==> src/rtl/de_synth.sv <==
module de_synth #(
  parameter int HOFS_W = 10,
  parameter int VOFS_W = 6,
  parameter int SPAN_W = 12,
  parameter int ADJ_W  = 3
) (
  input  logic              clk,
  input  logic              rst_n,
  input  logic              en,
  input  logic              use_gen,
  input  logic              hs_in,
  input  logic              vs_in,
  input  logic              hs_low,
  input  logic              vs_low,
  input  logic              ext_de,
  input  logic [HOFS_W-1:0] h_ofs,
  input  logic [VOFS_W-1:0] v_ofs,
  input  logic [SPAN_W-1:0] de_width,
  input  logic [SPAN_W-1:0] act_lines,
  input  logic [ADJ_W-1:0]  il_adj,
  output logic              de_out
);
  localparam int CW = SPAN_W + 2;

  logic          hs_n, vs_n, hs_q, vs_q, hs_edge, vs_edge;
  logic [CW-1:0] px, ln, h_end, voff, v_end;
  logic          fld, h_act, v_act, de_q;

  assign hs_n    = hs_in ^ hs_low;
  assign vs_n    = vs_in ^ vs_low;
  assign hs_edge = hs_n & ~hs_q;
  assign vs_edge = vs_n & ~vs_q;

  assign h_end = CW'(h_ofs) + CW'(de_width);
  assign voff  = CW'(v_ofs) + (fld ? CW'(il_adj) : '0);
  assign v_end = voff + CW'(act_lines);
  assign h_act = (px >= CW'(h_ofs)) && (px < h_end);
  assign v_act = (ln >= voff) && (ln < v_end);

  always_ff @(posedge clk or negedge rst_n) begin
    if (!rst_n) begin
      hs_q <= 1'b0;
      vs_q <= 1'b0;
      px   <= '1;
      ln   <= '1;
      fld  <= 1'b0;
      de_q <= 1'b0;
    end else begin
      hs_q <= hs_n;
      vs_q <= vs_n;
      de_q <= en & h_act & v_act;
      if (hs_edge)      px <= '0;
      else if (~&px)    px <= px + 1'b1;
      if (vs_edge) begin
        ln  <= '0;
        fld <= ~fld;
      end else if (hs_edge && ~&ln) begin
        ln <= ln + 1'b1;
      end
    end
  end

  assign de_out = use_gen ? de_q : ext_de;


  en_gate_chk: assert property (@(posedge clk) disable iff (!rst_n)
    de_q |-> $past(en));

  zero_span_chk: assert property (@(posedge clk) disable iff (!rst_n)
    de_q |-> ($past(de_width) != 0 && $past(act_lines) != 0));

  px_window_chk: assert property (@(posedge clk) disable iff (!rst_n)
    de_q |-> ($past(px) >= CW'($past(h_ofs)) && $past(px) < $past(h_end)));

  ln_window_chk: assert property (@(posedge clk) disable iff (!rst_n)
    de_q |-> ($past(ln) >= $past(voff) && $past(ln) < $past(v_end)));

  fld_hold_chk: assert property (@(posedge clk) disable iff (!rst_n)
    !vs_edge |=> $stable(fld));
endmodule

==> config.mk <==
export PLATFORM = sky130hd
export DESIGN_NAME = de_synth
export DESIGN_NICKNAME = d
export VERILOG_FILES = /design/src/rtl/de_synth.sv
export SDC_FILE = /design/constraint.sdc
export NUM_CORES = 1
export LEC_CHECK = 0
export BUFFER_PORTS_ARGS = -buffer_cell sky130_fd_sc_hd__buf_2
export CAP_MARGIN = 10
export CORE_ASPECT_RATIO = 1.25
export CORE_UTILIZATION = 53
export DETAILED_ROUTE_END_ITERATION = 7
export HOLD_SLACK_MARGIN = 0.15
export PLACE_DENSITY = 0.86
export SLEW_MARGIN = 20
export SYNTH_ARGS = -nofsm -noshare
export SYNTH_HDL_FRONTEND = slang
export SYNTH_SLANG_ARGS = --single-unit
==> constraint.sdc <==
create_clock -name clk -period 3.87 [get_ports clk]
set_clock_uncertainty 0.1 [all_clocks]
set_input_delay 0.1935 -clock clk [delete_from_list [all_inputs] [get_ports clk]]
set_output_delay 0.1935 -clock clk [all_outputs]
set_load 0.005 [all_outputs]
## After elaboration in Yosys (flattened, before gate mapping)

Cells that the tools add are included.

- Bits in registers: 32
- Latch bits: 0
- Memory bits (writable): 0
- ROM bits: 0
- Logic and storage cells: 38
- Memories kept: 0

- Add/sub/neg operators: 5
- Multipliers: 0
- Div/mod/pow operators: 0
- $lt $le $gt $ge: 4
- Equality and inequality tests: 1
- Shift-type cells: 0
- Multiplexer cells: 6
- Bitwise logic cells: 9
- Reduce and logical (&&, ||, !) cells: 7

Operators with widths:

| cell | number |
|---|---|
| 14-bit 2-to-1 mux | 4 |
| 14-bit by 1-bit adder with 14-bit output (second input constant) | 2 |
| 14-bit by 13-bit less-than comparator with 1-bit output | 2 |
| 14-bit AND reduction | 2 |
| 14-bit by 10-bit greater-or-equal comparator with 1-bit output | 1 |
| 14-bit by 7-bit greater-or-equal comparator with 1-bit output | 1 |
| 10-bit by 12-bit adder with 13-bit output | 1 |
| 7-bit by 12-bit adder with 13-bit output | 1 |
| 6-bit by 3-bit adder with 7-bit output | 1 |
| 1-bit AND | 4 |
| 1-bit logical AND | 3 |
| 3-bit 2-to-1 mux | 1 |
| 1-bit inverter | 3 |
| 2-bit != test (second input constant) | 1 |
| 2-bit nonzero test | 1 |
| 1-bit XOR | 2 |
| 1-bit zero test | 1 |
| 1-bit 2-to-1 mux | 1 |

## Longest topological paths before layout

Gate-level depths: netlist (run 1).

- Depth in word-level cells: 6
- Mapped depth: 19
- Mapped depth without buffers: 19

## Worst setup path before layout (run 1)

Ideal clock, no wire load.

- Kind: flip-flop to flip-flop
- Start: register fld
- End: register de_q
- Setup time: 0.086 ns
- Arrival time: 3.478 ns
- Required time: 3.684 ns
- Slack: 0.206 ns
- Stages on the path, launching flop included: 20
- Buffers on the path: 0
- Period minus slack after synthesis: 3.664 ns
- Cells stage by stage: dfrtp_1 -> nand2_1 -> inv_1 -> ha_1 -> a21o_1 -> a21oi_1 -> xnor2_1 -> ha_1 -> a21oi_1 -> o21ai_0 -> a31o_2 -> a21o_1 -> nand2_1 -> xor2_1 -> ha_1 -> a211oi_1 -> nand2_1 -> a21oi_1 -> o311ai_0 -> nor3_1

- Word-level cells in the longest chain between the ends: 6
- Elaborated cells between the ends (all ways): 7

Ends and longest elaborated chain:

| element | RTL line | RTL |
|---|---|---|
| start, declared | 27 | `logic fld, h_act, v_act, de_q;` |
| start signal, assigned | 56 | `fld <= ~fld;` |
| 3-bit 2-to-1 mux * | 35 | `assign voff = CW'(v_ofs) + (fld ? CW'(il_adj) : '0);` |
| 6-bit by 3-bit adder with 7-bit output * | 35 |  |
| 7-bit by 12-bit adder with 13-bit output | 36 | `assign v_end = voff + CW'(act_lines);` |
| 14-bit by 13-bit less-than comparator with 1-bit output | 38 | `assign v_act = (ln >= voff) && (ln < v_end);` |
| 1-bit logical AND * | 38 |  |
| 1-bit AND * | 51 | `de_q <= en & h_act & v_act;` |
| end signal, assigned | 51 |  |
| end, declared | 27 |  |

Every way passes the cells marked *; elsewhere a longest branch is shown, timed or not.
A chain may end at the register's enable or synchronous reset.

## Worst setup path in the final report (run 1)

Ends and elaborated chain as after synthesis.

==> impl_metrics.toml, run 1 <==
[die]
core_area_mm2 = 0.00629
ios = 53
die_h_um = 93.0
die_w_um = 74.8
die_area_mm2 = 0.00695
floorplan.initialDensity_pct = 55.8
placementRows = 32

[routing]
antenna_left = 0
vias = 3418
drt-vias-per-instance = 6.13
wl_mm = 9.65
avgRoutedWirePerCell_um = 17.3
firstDrtPassIters = 4
drtIter0Drc = 141
drc = 0

[logic_synthesis]
yosysTopAreaCell = "ha_1"
yosys.area_share.simple_pct = 20.2
ys_ff_latch = 32
synth_enable_flop_cells = 0
synth-xor-area-share_pct = 11.0
synth_most_common_cell = "ha_1"
synth_cells = 395
postSynth.asyncResetShare_pct = 100
syn_area_mm2 = 0.00351
synthMuxAreaShare_pct = 0.891
synth-compound-area-share_pct = 15.6
synth_area_leaders = "ha_1 23%, dfstp_2 21%, xor2_1 6.7%"
synth.avg_cell_area_um2 = 8.89
yosysUniqueCellTypes = 54
synthFlopType = "dfstp_2"
yosys-top-cells-count = "65 x ha_1, 39 x nor2_1, 28 x dfstp_2, 28 x inv_1"
synth_top_family_by_area = "adder cells"
synth_fa_ha_area_share_pct = 24.9
yosysWarnings = 0
ys_seq_area_share_pct = 23.8
synthesis.nets = 515
synth_top_cell_area_share_pct = 23.2

[pwr]
internal-power_mw = 1.02
pwr-share-clk_pct = 18.9
p_total_mw = 1.69
power_frac_comb_pct = 54.2
power_frac_seq_pct = 26.9
powerDensity_mw_per_mm2 = 387
p_leak_nw = 2.04
netSwitchingFraction_pct = 39.9
switchingPower_mw = 0.675
peakVddDrop_mv = 0.366

[clocking]
cts_buffers = 5
numClockSinks = 32
htreeDepth = 2
cts_tree = "done"
clk_latency_ns = 0.29
max-clock-path-buffers = 2
clkTransAtPathRegs_ns = 0.08
cts_root_buf = "clkbuf_8"

[placement]
io_buffers = 52
pre_cts_ws_ns = -0.115
dp.cells = 530
dp_hpwl_mm = 6.27
gp_congestion = 0.821

[sta]
tightest_slew_ns = 0.699
setup_viol = 1
period_minus_slack_ns = 3.99
fmax_ghz = 0.251
finalHoldViolations = 0
min_period_over_period_pct = 103
setup_ws_ns = -0.116
rsz0062_at_grt = "true"
whs_ns = 0.318
finalMaxSlewViolations = 0
slew_headroom_pct = 53.2

[critical_path]
start_kind = "flip-flop"
reg2reg_depth = 22
crit_arrival_ns = 4.09
crit_fanout = 2
crit_required_ns = 3.97
cp-end-kind = "flip-flop"
critPathKind = "reg -> reg"

[global_routing]
first_global_vias = 3403
antenna_found_initial = 0
grt-ovfl-total = 0
grt_pass1_wl_mm = 13.6
grt_usage_pct = 24.9
grt_max_degree = 33

[final_layout]
nFillCells = 448
area_growth_pct = 24.5
utilization_pct = 69.5
antenna_cells = 0
final_nets = 592
drive_above_1_share_pct = 31.9
stdcell_count = 558

[flow_run]
max_cap_viol_count = 0

[min_path]
hold_path.class = "in -> reg"
hold_depth = 6

[outcome]
violations = "setup timing"
status = "finished with violations"
## sequential cells by signal, indices dropped and copies added, names as in the netlist
signal  cells
de_q        1
vs_q        1
px         14
ln         14
fld         1
hs_q        1
## cell type report
class / count / area [µm²] / area share [%]
Clock buffer: 5 / 68.8 / 1.57
Clock inverter: 3 / 42.5 / 0.973
Inverter: 28 / 108 / 2.46
Multi-Input combinational cell: 331 / 2760 / 63.1
Sequential cell: 32 / 836 / 19.1
Tap cell: 85 / 106 / 2.43
Timing Repair Buffer: 74 / 453 / 10.4
## worst max-delay path: stages (launching register included)
cell and delay [ns]:
dfrtp_1 0.41, buf_6 0.13, nand2_4 0.08, inv_4 0.04, ha_4 0.22, a21o_1 0.22, a21oi_4 0.25, nor2_2 0.06
xor2_1 0.18, buf_4 0.15, ha_1 0.31, nor3_1 0.07, nor2_1 0.15, o41a_1 0.26, buf_6 0.16, nand3_4 0.07
xor2_2 0.19, ha_2 0.20, a211oi_2 0.16, nand2_1 0.10, a21oi_2 0.12, o311ai_2 0.09, nor3_1 0.19
## metrics by stage
stage          area [µm²]  TNS (ns)
2_1_floorplan        3510         0
3_3_place_gp         3870         0
3_5_place_dp         3870    -0.115
4_1_cts              4110         0
5_1_grt              4370    -0.277
6_report             4370    -0.116
## metal layers
layer | vias up | wire length [µm] | GRT usage [%]
met4 | 0 | 893 | 13.1
met5 | - | 0 | 0
li1 | 1577 | - | -
met3 | 81 | 393 | 3.88
met1 | 1604 | 3270 | 25.1
met2 | 156 | 5090 | 47.1
## placed cells by master, fill, tap and decap left out, types with 4 or more instances in the layout
| master | count |
|---|---|
| ha_4 | 5 |
| a211oi_1 | 7 |
| ha_1 | 59 |
| buf_4 | 13 |
| buf_6 | 4 |
| xor2_1 | 26 |
| a21oi_1 | 20 |
| nor3_1 | 9 |
| nand4_1 | 7 |
| nand3_1 | 11 |
| o21ai_0 | 18 |
| inv_1 | 25 |
| dlygate4sd3_1 | 5 |
| buf_2 | 52 |
| a21o_1 | 9 |
| dfrtp_1 | 4 |
| clkbuf_8 | 5 |
| nand2_1 | 26 |
| o21ai_1 | 4 |
| dfstp_2 | 28 |
| xnor2_1 | 15 |
| nand2b_1 | 4 |
| nor2_1 | 38 |
## worst paths after layout
| path | startpoint | to | slack (ns) |
|---|---|---|---|
| worst max-delay path | fld | de_q | -0.12 |
| worst min-delay path | en | de_q | 0.32 |
| worst max register to register | fld | de_q | -0.12 |
| worst min register to register | px[7] | px[7] | 0.43 |
| max in group asynchronous | rst_n | hs_q | 2.81 |
| min in group asynchronous | rst_n | fld | 0.40 |
## cells by family after synthesis
group | count (synthesis)
mux | 3
xor+xnor | 44
compound gates | 84
flops | 32
simple gates | 132
fa+ha+maj | 68
buf+inv | 32
## what timing repair did
action / CTS / global route
gates cloned: 0 / 0
pin swaps: 15 / 41
gates resized for setup: 11 / 36
endpoints found under the hold margin: 6 / 0
hold buffers: 5 / 0
buffers inserted: 7 / 8
setup endpoints to repair: 1 / 1
## power by group through the flow
stage	clock network [mW]	registers [mW]	logic (mW)
floorplan	0	0.443	0.474
global placement	0	0.455	0.606
detailed placement	0	0.459	0.645
CTS	0.323	0.452	0.704
global route	0.336	0.461	0.999
finish	0.321	0.455	0.918
Power figures use the tool's default switching activity.
==> inputs of run 2 (changes only) <==
--- a/config.mk
+++ b/config.mk
@@ -9,10 +9,10 @@
 export CAP_MARGIN = 10
 export CORE_ASPECT_RATIO = 1.25
 export CORE_UTILIZATION = 53
+export CTS_BUF_LIST = sky130_fd_sc_hd__clkbuf_16
 export DETAILED_ROUTE_END_ITERATION = 7
 export HOLD_SLACK_MARGIN = 0.15
 export PLACE_DENSITY = 0.86
-export SLEW_MARGIN = 20
 export SYNTH_ARGS = -nofsm -noshare
 export SYNTH_HDL_FRONTEND = slang
 export SYNTH_SLANG_ARGS = --single-unit
==> run 2 against run 1 <==
The run still ends with setup timing left. Sequential power about the same. Die area unchanged. Worst setup slack got worse by 0.0042 ns. Register-to-register slack is essentially flat. Sequential share of layout area is 0.098 points lower. Global-route usage increased by 0.19 points. Hold slack gained 0.025 ns. Critical path depth shrank 4. Maximum frequency shrank 0.10%. First-iteration DRC count is 11% higher.
==> impl_metrics.toml, run 2 (same netlist as run 1, synthesis figures left out) <==
[final_layout]
ff_latch_area_um2 = 836
layout_common_cells = "59 x ha_1, 52 x buf_2, 39 x nor2_1"
top_regs = "ln x14, px x14"
multi_input_area_mm2 = 0.00274
utilization_pct = 69.9
final_nets = 590
nFillCells = 436
antenna_cells = 0
drive_above_1_share_pct = 31.2
area_growth_pct = 25.2
mostFrequentLayoutCell = "ha_1"

[critical_path]
crit_required_ns = 3.94
endpoint = "de_q"
rrSetupSlack_ns = -0.12
crit_start = "fld"
crit_fanout = 3
r2r_start = "fld"
slowest_delay_ns = 0.55
cp_cell_sequence = "and2_4 > ha_4 > inv_2 > fa_2 > inv_2 > ha_4 > a21o_1 > a211oi_2 > nor2_1 > o41a_1 > buf_6 > xnor2_4 > ha_4 > a211oi_2 > nand2_1 > a21oi_2 > o311ai_2 > nor3_1"
cp_slowest_cell = "fa_2"
cp-end-kind = "flip-flop"
crit_arrival_ns = 4.06
r2r-end = "de_q"
critPathKind = "reg -> reg"
reg2reg_depth = 18
cpMostUsedCell = "ha_4"
start_kind = "flip-flop"

[routing]
drtIter0Drc = 156
vias = 3333
wl_mm = 9.50
antenna_left = 0
avgRoutedWirePerCell_um = 17.1
drt-vias-per-instance = 5.99
drc = 0
firstDrtPassIters = 4

[die]
floorplan.initialDensity_pct = 55.8
die_area_mm2 = 0.00695
die_w_um = 74.8
die_h_um = 93.0
core_area_mm2 = 0.00629
placementRows = 32
ios = 53

[clocking]
cts_root_buf = "clkbuf_16"
max-clock-path-buffers = 2
cts_buffers = 5
clkTransAtPathRegs_ns = 0.06
numClockSinks = 32
cts_tree = "done"
htreeDepth = 2
clk_latency_ns = 0.28

[global_routing]
antenna_found_initial = 0
grt_pass1_wl_mm = 13.6
grt_usage_pct = 25.0
grt-ovfl-total = 0
grt_max_degree = 33
first_global_vias = 3430

[sta]
rsz0062_at_grt = "true"
slew_headroom_pct = 20.5
finalHoldViolations = 0
setup_ws_ns = -0.120
finalMaxSlewViolations = 0
min_period_over_period_pct = 103
fmax_ghz = 0.251
tightest_slew_ns = 1.19
period_minus_slack_ns = 3.99
setup_viol = 1

[pwr]
p_leak_nw = 2.04
peakVddDrop_mv = 0.485
powerDensity_mw_per_mm2 = 406

[placement]
gp_congestion = 0.821
pre_cts_ws_ns = -0.115
dp_hpwl_mm = 6.27
io_buffers = 52

[min_path]
hold_path.class = "in -> reg"

[flow_run]
max_cap_viol_count = 0

[outcome]
status = "finished with violations"
violations = "setup timing"
run 2: stage by stage:
step	hold WS, ns	area, µm²	power, mW	cells	setup TNS (ns)
2_1_floorplan	-0.202	3510	0.917	395	0
3_3_place_gp	0.168	3870	1.06	530	0
3_5_place_dp	0.174	3870	1.10	530	-0.115
4_1_cts	0.286	4170	1.61	550	0
5_1_grt	0.364	4390	1.89	556	-0.304
6_report	0.343	4390	1.78	556	-0.120
run 2: report_power, final:
group	leakage (nW)	switching (mW)	total [mW]	internal, mW
registers	0.338	0.0606	0.456	0.396
clock network	0.0798	0.147	0.449	0.302
logic	1.63	0.467	0.878	0.411
run 2: worst max-delay path: cells and delay by family (launching register included):
| family | cells | cell delay (ns) |
|---|---|---|
| AO/OA/AOI/OAI | 6 | 1.28 |
| XOR/XNOR | 1 | 0.15 |
| adder cells (fa/ha/maj) | 4 | 1.06 |
| buffers and inverters | 3 | 0.27 |
| flip-flops | 1 | 0.39 |
| AND/OR/NAND/NOR | 4 | 0.63 |
run 2: metal layers:
metal | share of wire [%] | track usage (%)
met5 | 0 | 0
met4 | 5.5 | 13.5
met3 | 3.7 | 4.09
met2 | 55 | 47.8
met1 | 35 | 24.6
run 2: layout make-up:
class | instances | share of cell area (%)
clock buffer | 5 | 2.85
clock inverter | 3 | 0.968
inverter | 28 | 2.39
multi-input combinational | 331 | 62.5
sequential | 32 | 19.0
tap | 85 | 2.42
timing repair buffer | 72 | 9.88
run 2: worst min path at each step:
stage                      from    to  slack, ns  cells after the start
after floorplan           rst_n  de_q      -0.20                      0
after global placement    rst_n   fld       0.17                      1
after detailed placement  rst_n   fld       0.17                      1
after CTS                    en  de_q       0.29                      6
after global routing         en  de_q       0.36                      6
final                        en  de_q       0.34                      6
run 2: timing repair:
action | CTS | global route
endpoints found under the setup margin | 1 | 1
hold buffers | 5 | 0
buffers inserted | 7 | 6
endpoints found under the hold margin | 6 | 0
resized for setup | 11 | 31
pin swaps | 14 | 36
==> inputs of run 3 (changes only) <==
--- a/config.mk
+++ b/config.mk
@@ -5,14 +5,15 @@
 export SDC_FILE = /design/constraint.sdc
 export NUM_CORES = 1
 export LEC_CHECK = 0
+export ABC_AREA = 1
 export BUFFER_PORTS_ARGS = -buffer_cell sky130_fd_sc_hd__buf_2
 export CAP_MARGIN = 10
 export CORE_ASPECT_RATIO = 1.25
-export CORE_UTILIZATION = 53
+export CORE_UTILIZATION = 64
 export CTS_BUF_LIST = sky130_fd_sc_hd__clkbuf_16
 export DETAILED_ROUTE_END_ITERATION = 7
 export HOLD_SLACK_MARGIN = 0.15
-export PLACE_DENSITY = 0.86
+export PLACE_DENSITY = 0.95
 export SYNTH_ARGS = -nofsm -noshare
 export SYNTH_HDL_FRONTEND = slang
 export SYNTH_SLANG_ARGS = --single-unit
==> constraint.sdc (replaced) <==
create_clock -name clk -period 5.2 [get_ports clk]
set_clock_uncertainty 0.1 [all_clocks]
set_input_delay 0.26 -clock clk [delete_from_list [all_inputs] [get_ports clk]]
set_output_delay 0.26 -clock clk [all_outputs]
set_load 0.005 [all_outputs]
==> run 3 against run 2 <==
Sequential share of layout area shrank 0.83 points. Critical path type unchanged. Die area shrank 3.5%. The run now ends clean. Largest power group unchanged. Largest cell class unchanged. Critical path depth grew 5.
==> impl_metrics.toml, run 3 <==
[critical_path]
crit_required_ns = 5.31
cp_cell_sequence = "nand2_1 > inv_1 > ha_1 > inv_1 > fa_1 > o21ai_0 > xor2_1 > inv_1 > ha_1 > a21o_1 > a21oi_1 > nand2b_1 > nand2_1 > nand2_1 > nand2_1 > ha_1 > a21oi_1 > nor2_1 > nor2_1 > nand2_1 > a21oi_1 > nand2_1 > nor2_1"
crit_fanout = 6
critPathKind = "reg -> reg"
cpMostUsedCell = "nand2_1"
cp_slowest_cell = "dfrtp_1"
start_kind = "flip-flop"
cp-end-kind = "flip-flop"
crit_arrival_ns = 4.07
slowest_delay_ns = 0.40
reg2reg_depth = 23

[logic_synthesis]
synth_top_cell_area_share_pct = 19.9
yosys-top-cells-count = "183 x nand2_1, 91 x inv_1, 65 x ha_1, 54 x nor2_1, 51 x nand3_1"
synth_area_leaders = "ha_1 20%, dfstp_2 18%, nand2_1 17%"
syn_area_mm2 = 0.00409
ys_ff_latch = 32
synthesis.nets = 733
postSynth.asyncResetShare_pct = 100
yosysUniqueCellTypes = 33
yosysTopAreaCell = "ha_1"
synthFlopType = "dfstp_2"
ys_seq_area_share_pct = 20.4
synth_most_common_cell = "nand2_1"
yosysWarnings = 0
synth.avg_cell_area_um2 = 6.67
synth_cells = 613
synth_enable_flop_cells = 0

[sta]
fmax_ghz = 0.253
tightest_slew_ns = 0.704
finalHoldViolations = 0
rsz0062_at_grt = "false"
period_minus_slack_ns = 3.96
finalMaxSlewViolations = 0
min_period_over_period_pct = 76.1
slew_headroom_pct = 53.0
setup_tns_ns = 0
setup_viol = 0

[final_layout]
layout_common_cells = "183 x nand2_1, 91 x inv_1, 65 x ha_1"
nFillCells = 505
stdcell_count = 756
area_growth_pct = 12.4
top_regs = "ln x14, px x14"
mostFrequentLayoutCell = "nand2_1"
final_nets = 790
multi_input_area_mm2 = 0.00288
drive_above_1_share_pct = 15.5
antenna_cells = 0
ff_latch_area_um2 = 836
final_area_mm2 = 0.00459

[die]
die_h_um = 91.4
die_w_um = 73.5
ios = 53
die_area_mm2 = 0.00671
placementRows = 32
core_area_mm2 = 0.00617
floorplan.initialDensity_pct = 66.3

[pwr]
p_total_mw = 1.18
power_frac_comb_pct = 47.0
switchingPower_mw = 0.486
power_frac_seq_pct = 28.7
internal-power_mw = 0.691
netSwitchingFraction_pct = 41.3
p_leak_nw = 2.59
peakVddDrop_mv = 0.281
pwr-share-clk_pct = 24.3
powerDensity_mw_per_mm2 = 256

[global_routing]
grt_usage_pct = 32.5
grt_pass1_wl_mm = 17.3
antenna_found_initial = 0
grt_max_degree = 33
first_global_vias = 4341
grt-ovfl-total = 0

[clocking]
ctsResizeCount = 0
cts_buffers = 5
post_cts_buffers = 0
max-clock-path-buffers = 2
clkTransAtPathRegs_ns = 0.05
numClockSinks = 32
cts_tree = "done"
htreeDepth = 2
cts_hold_buffers = 3
cts_root_buf = "clkbuf_16"
clk_latency_ns = 0.28

[placement]
dp.cells = 745
postPlaceCellArea_mm2 = 0.00443
gp_congestion = 0.867
dp_hpwl_mm = 8.07
io_buffers = 52

[routing]
drc = 0
firstDrtPassIters = 5
drtIter0Drc = 198
avgRoutedWirePerCell_um = 13.3
drt-vias-per-instance = 5.63
wl_mm = 10.1
vias = 4253
antenna_left = 0

[min_path]
hold_path.class = "in -> reg"
hold_depth = 3

[flow_run]
max_cap_viol_count = 0

[outcome]
status = "completed"
[run 3: cell types whose count changed in the layout (fill, tap and decap cells not counted), sizes merged, moves of 6 or more]
cell,change
nor2,+19
nand4,+8
buf,-15
o21ai,-11
nand3,+37
xor2,-9
nand2,+156
inv,+64
a211oi,-9
xnor2,-6
[run 3: cell families (layout without fill, tap and decap cells)]
family                     after synthesis  count (layout)  share of synthesized area [%]
xor gates and xnor gates                29              29                           6.21
adders and majority gates               68              68                           21.4
DFF                                     32              32                           20.4
AOI/OAI and AO/OA                       56              56                           7.84
and+or+nand+nor                        330             330                           34.7
muxes                                    1               1                          0.275
buffers and inverters                   97             155                           9.15
[run 3: final timing paths]
path	from	endpoint	slack (ns)
setup reg to reg	fld	de_q	1.24
setup / recovery	fld	de_q	1.24
max in group asynchronous	rst_n	hs_q	4.07
hold reg to reg	ln[9]	ln[9]	0.41
hold / removal	en	de_q	0.15
min in group asynchronous	rst_n	de_q	0.48
[run 3: stage by stage]
| stage | util, % | hold WS [ns] | setup WS [ns] |
|---|---|---|---|
| global route | 74.5 | 0.188 | 0.941 |
| CTS | 74.5 | 0.161 | 1.24 |
| global placement | 71.8 | 0.242 | 1.48 |
| detailed placement | 71.8 | 0.243 | 1.27 |
| finish | 74.5 | 0.153 | 1.24 |
| floorplan | - | -0.136 | 1.74 |
[run 3: power groups by stage]
stage | Combinational (mW) | Sequential [mW] | Clock [mW]
after CTS | 0.552 | 0.336 | 0.286
after global placement | 0.505 | 0.335 | 0
after global routing | 0.632 | 0.342 | 0.298
final | 0.553 | 0.338 | 0.286
after floorplan | 0.408 | 0.325 | 0
after detailed placement | 0.547 | 0.340 | 0
[run 3: cell type report]
type,count,area share (%)
clock buffer,5,2.72
clock inverter,3,0.300
inverter,92,7.52
multi-input combinational,484,62.6
sequential,32,18.2
tap,85,2.31
timing repair buffer,55,6.32
[run 3: critical path: cells and delay by family, from the launching register on]
kind                       cells  cell delay [ns]
AOI/OAI and AO/OA              5             1.01
DFF                            1             0.40
xor gates and xnor gates       1             0.23
buffers and inverters          3             0.19
and+or+nand+nor               10             0.76
adders and majority gates      4             1.22
[run 3: layer usage]
layer / share of wire, % / track usage, % / wire length [µm]
met1: 38 / 31.6 / 3830
met2: 54 / 61.2 / 5390
met3: 3.4 / 4.77 / 341
met4: 4.9 / 20.7 / 495
met5: 0 / 0 / 0
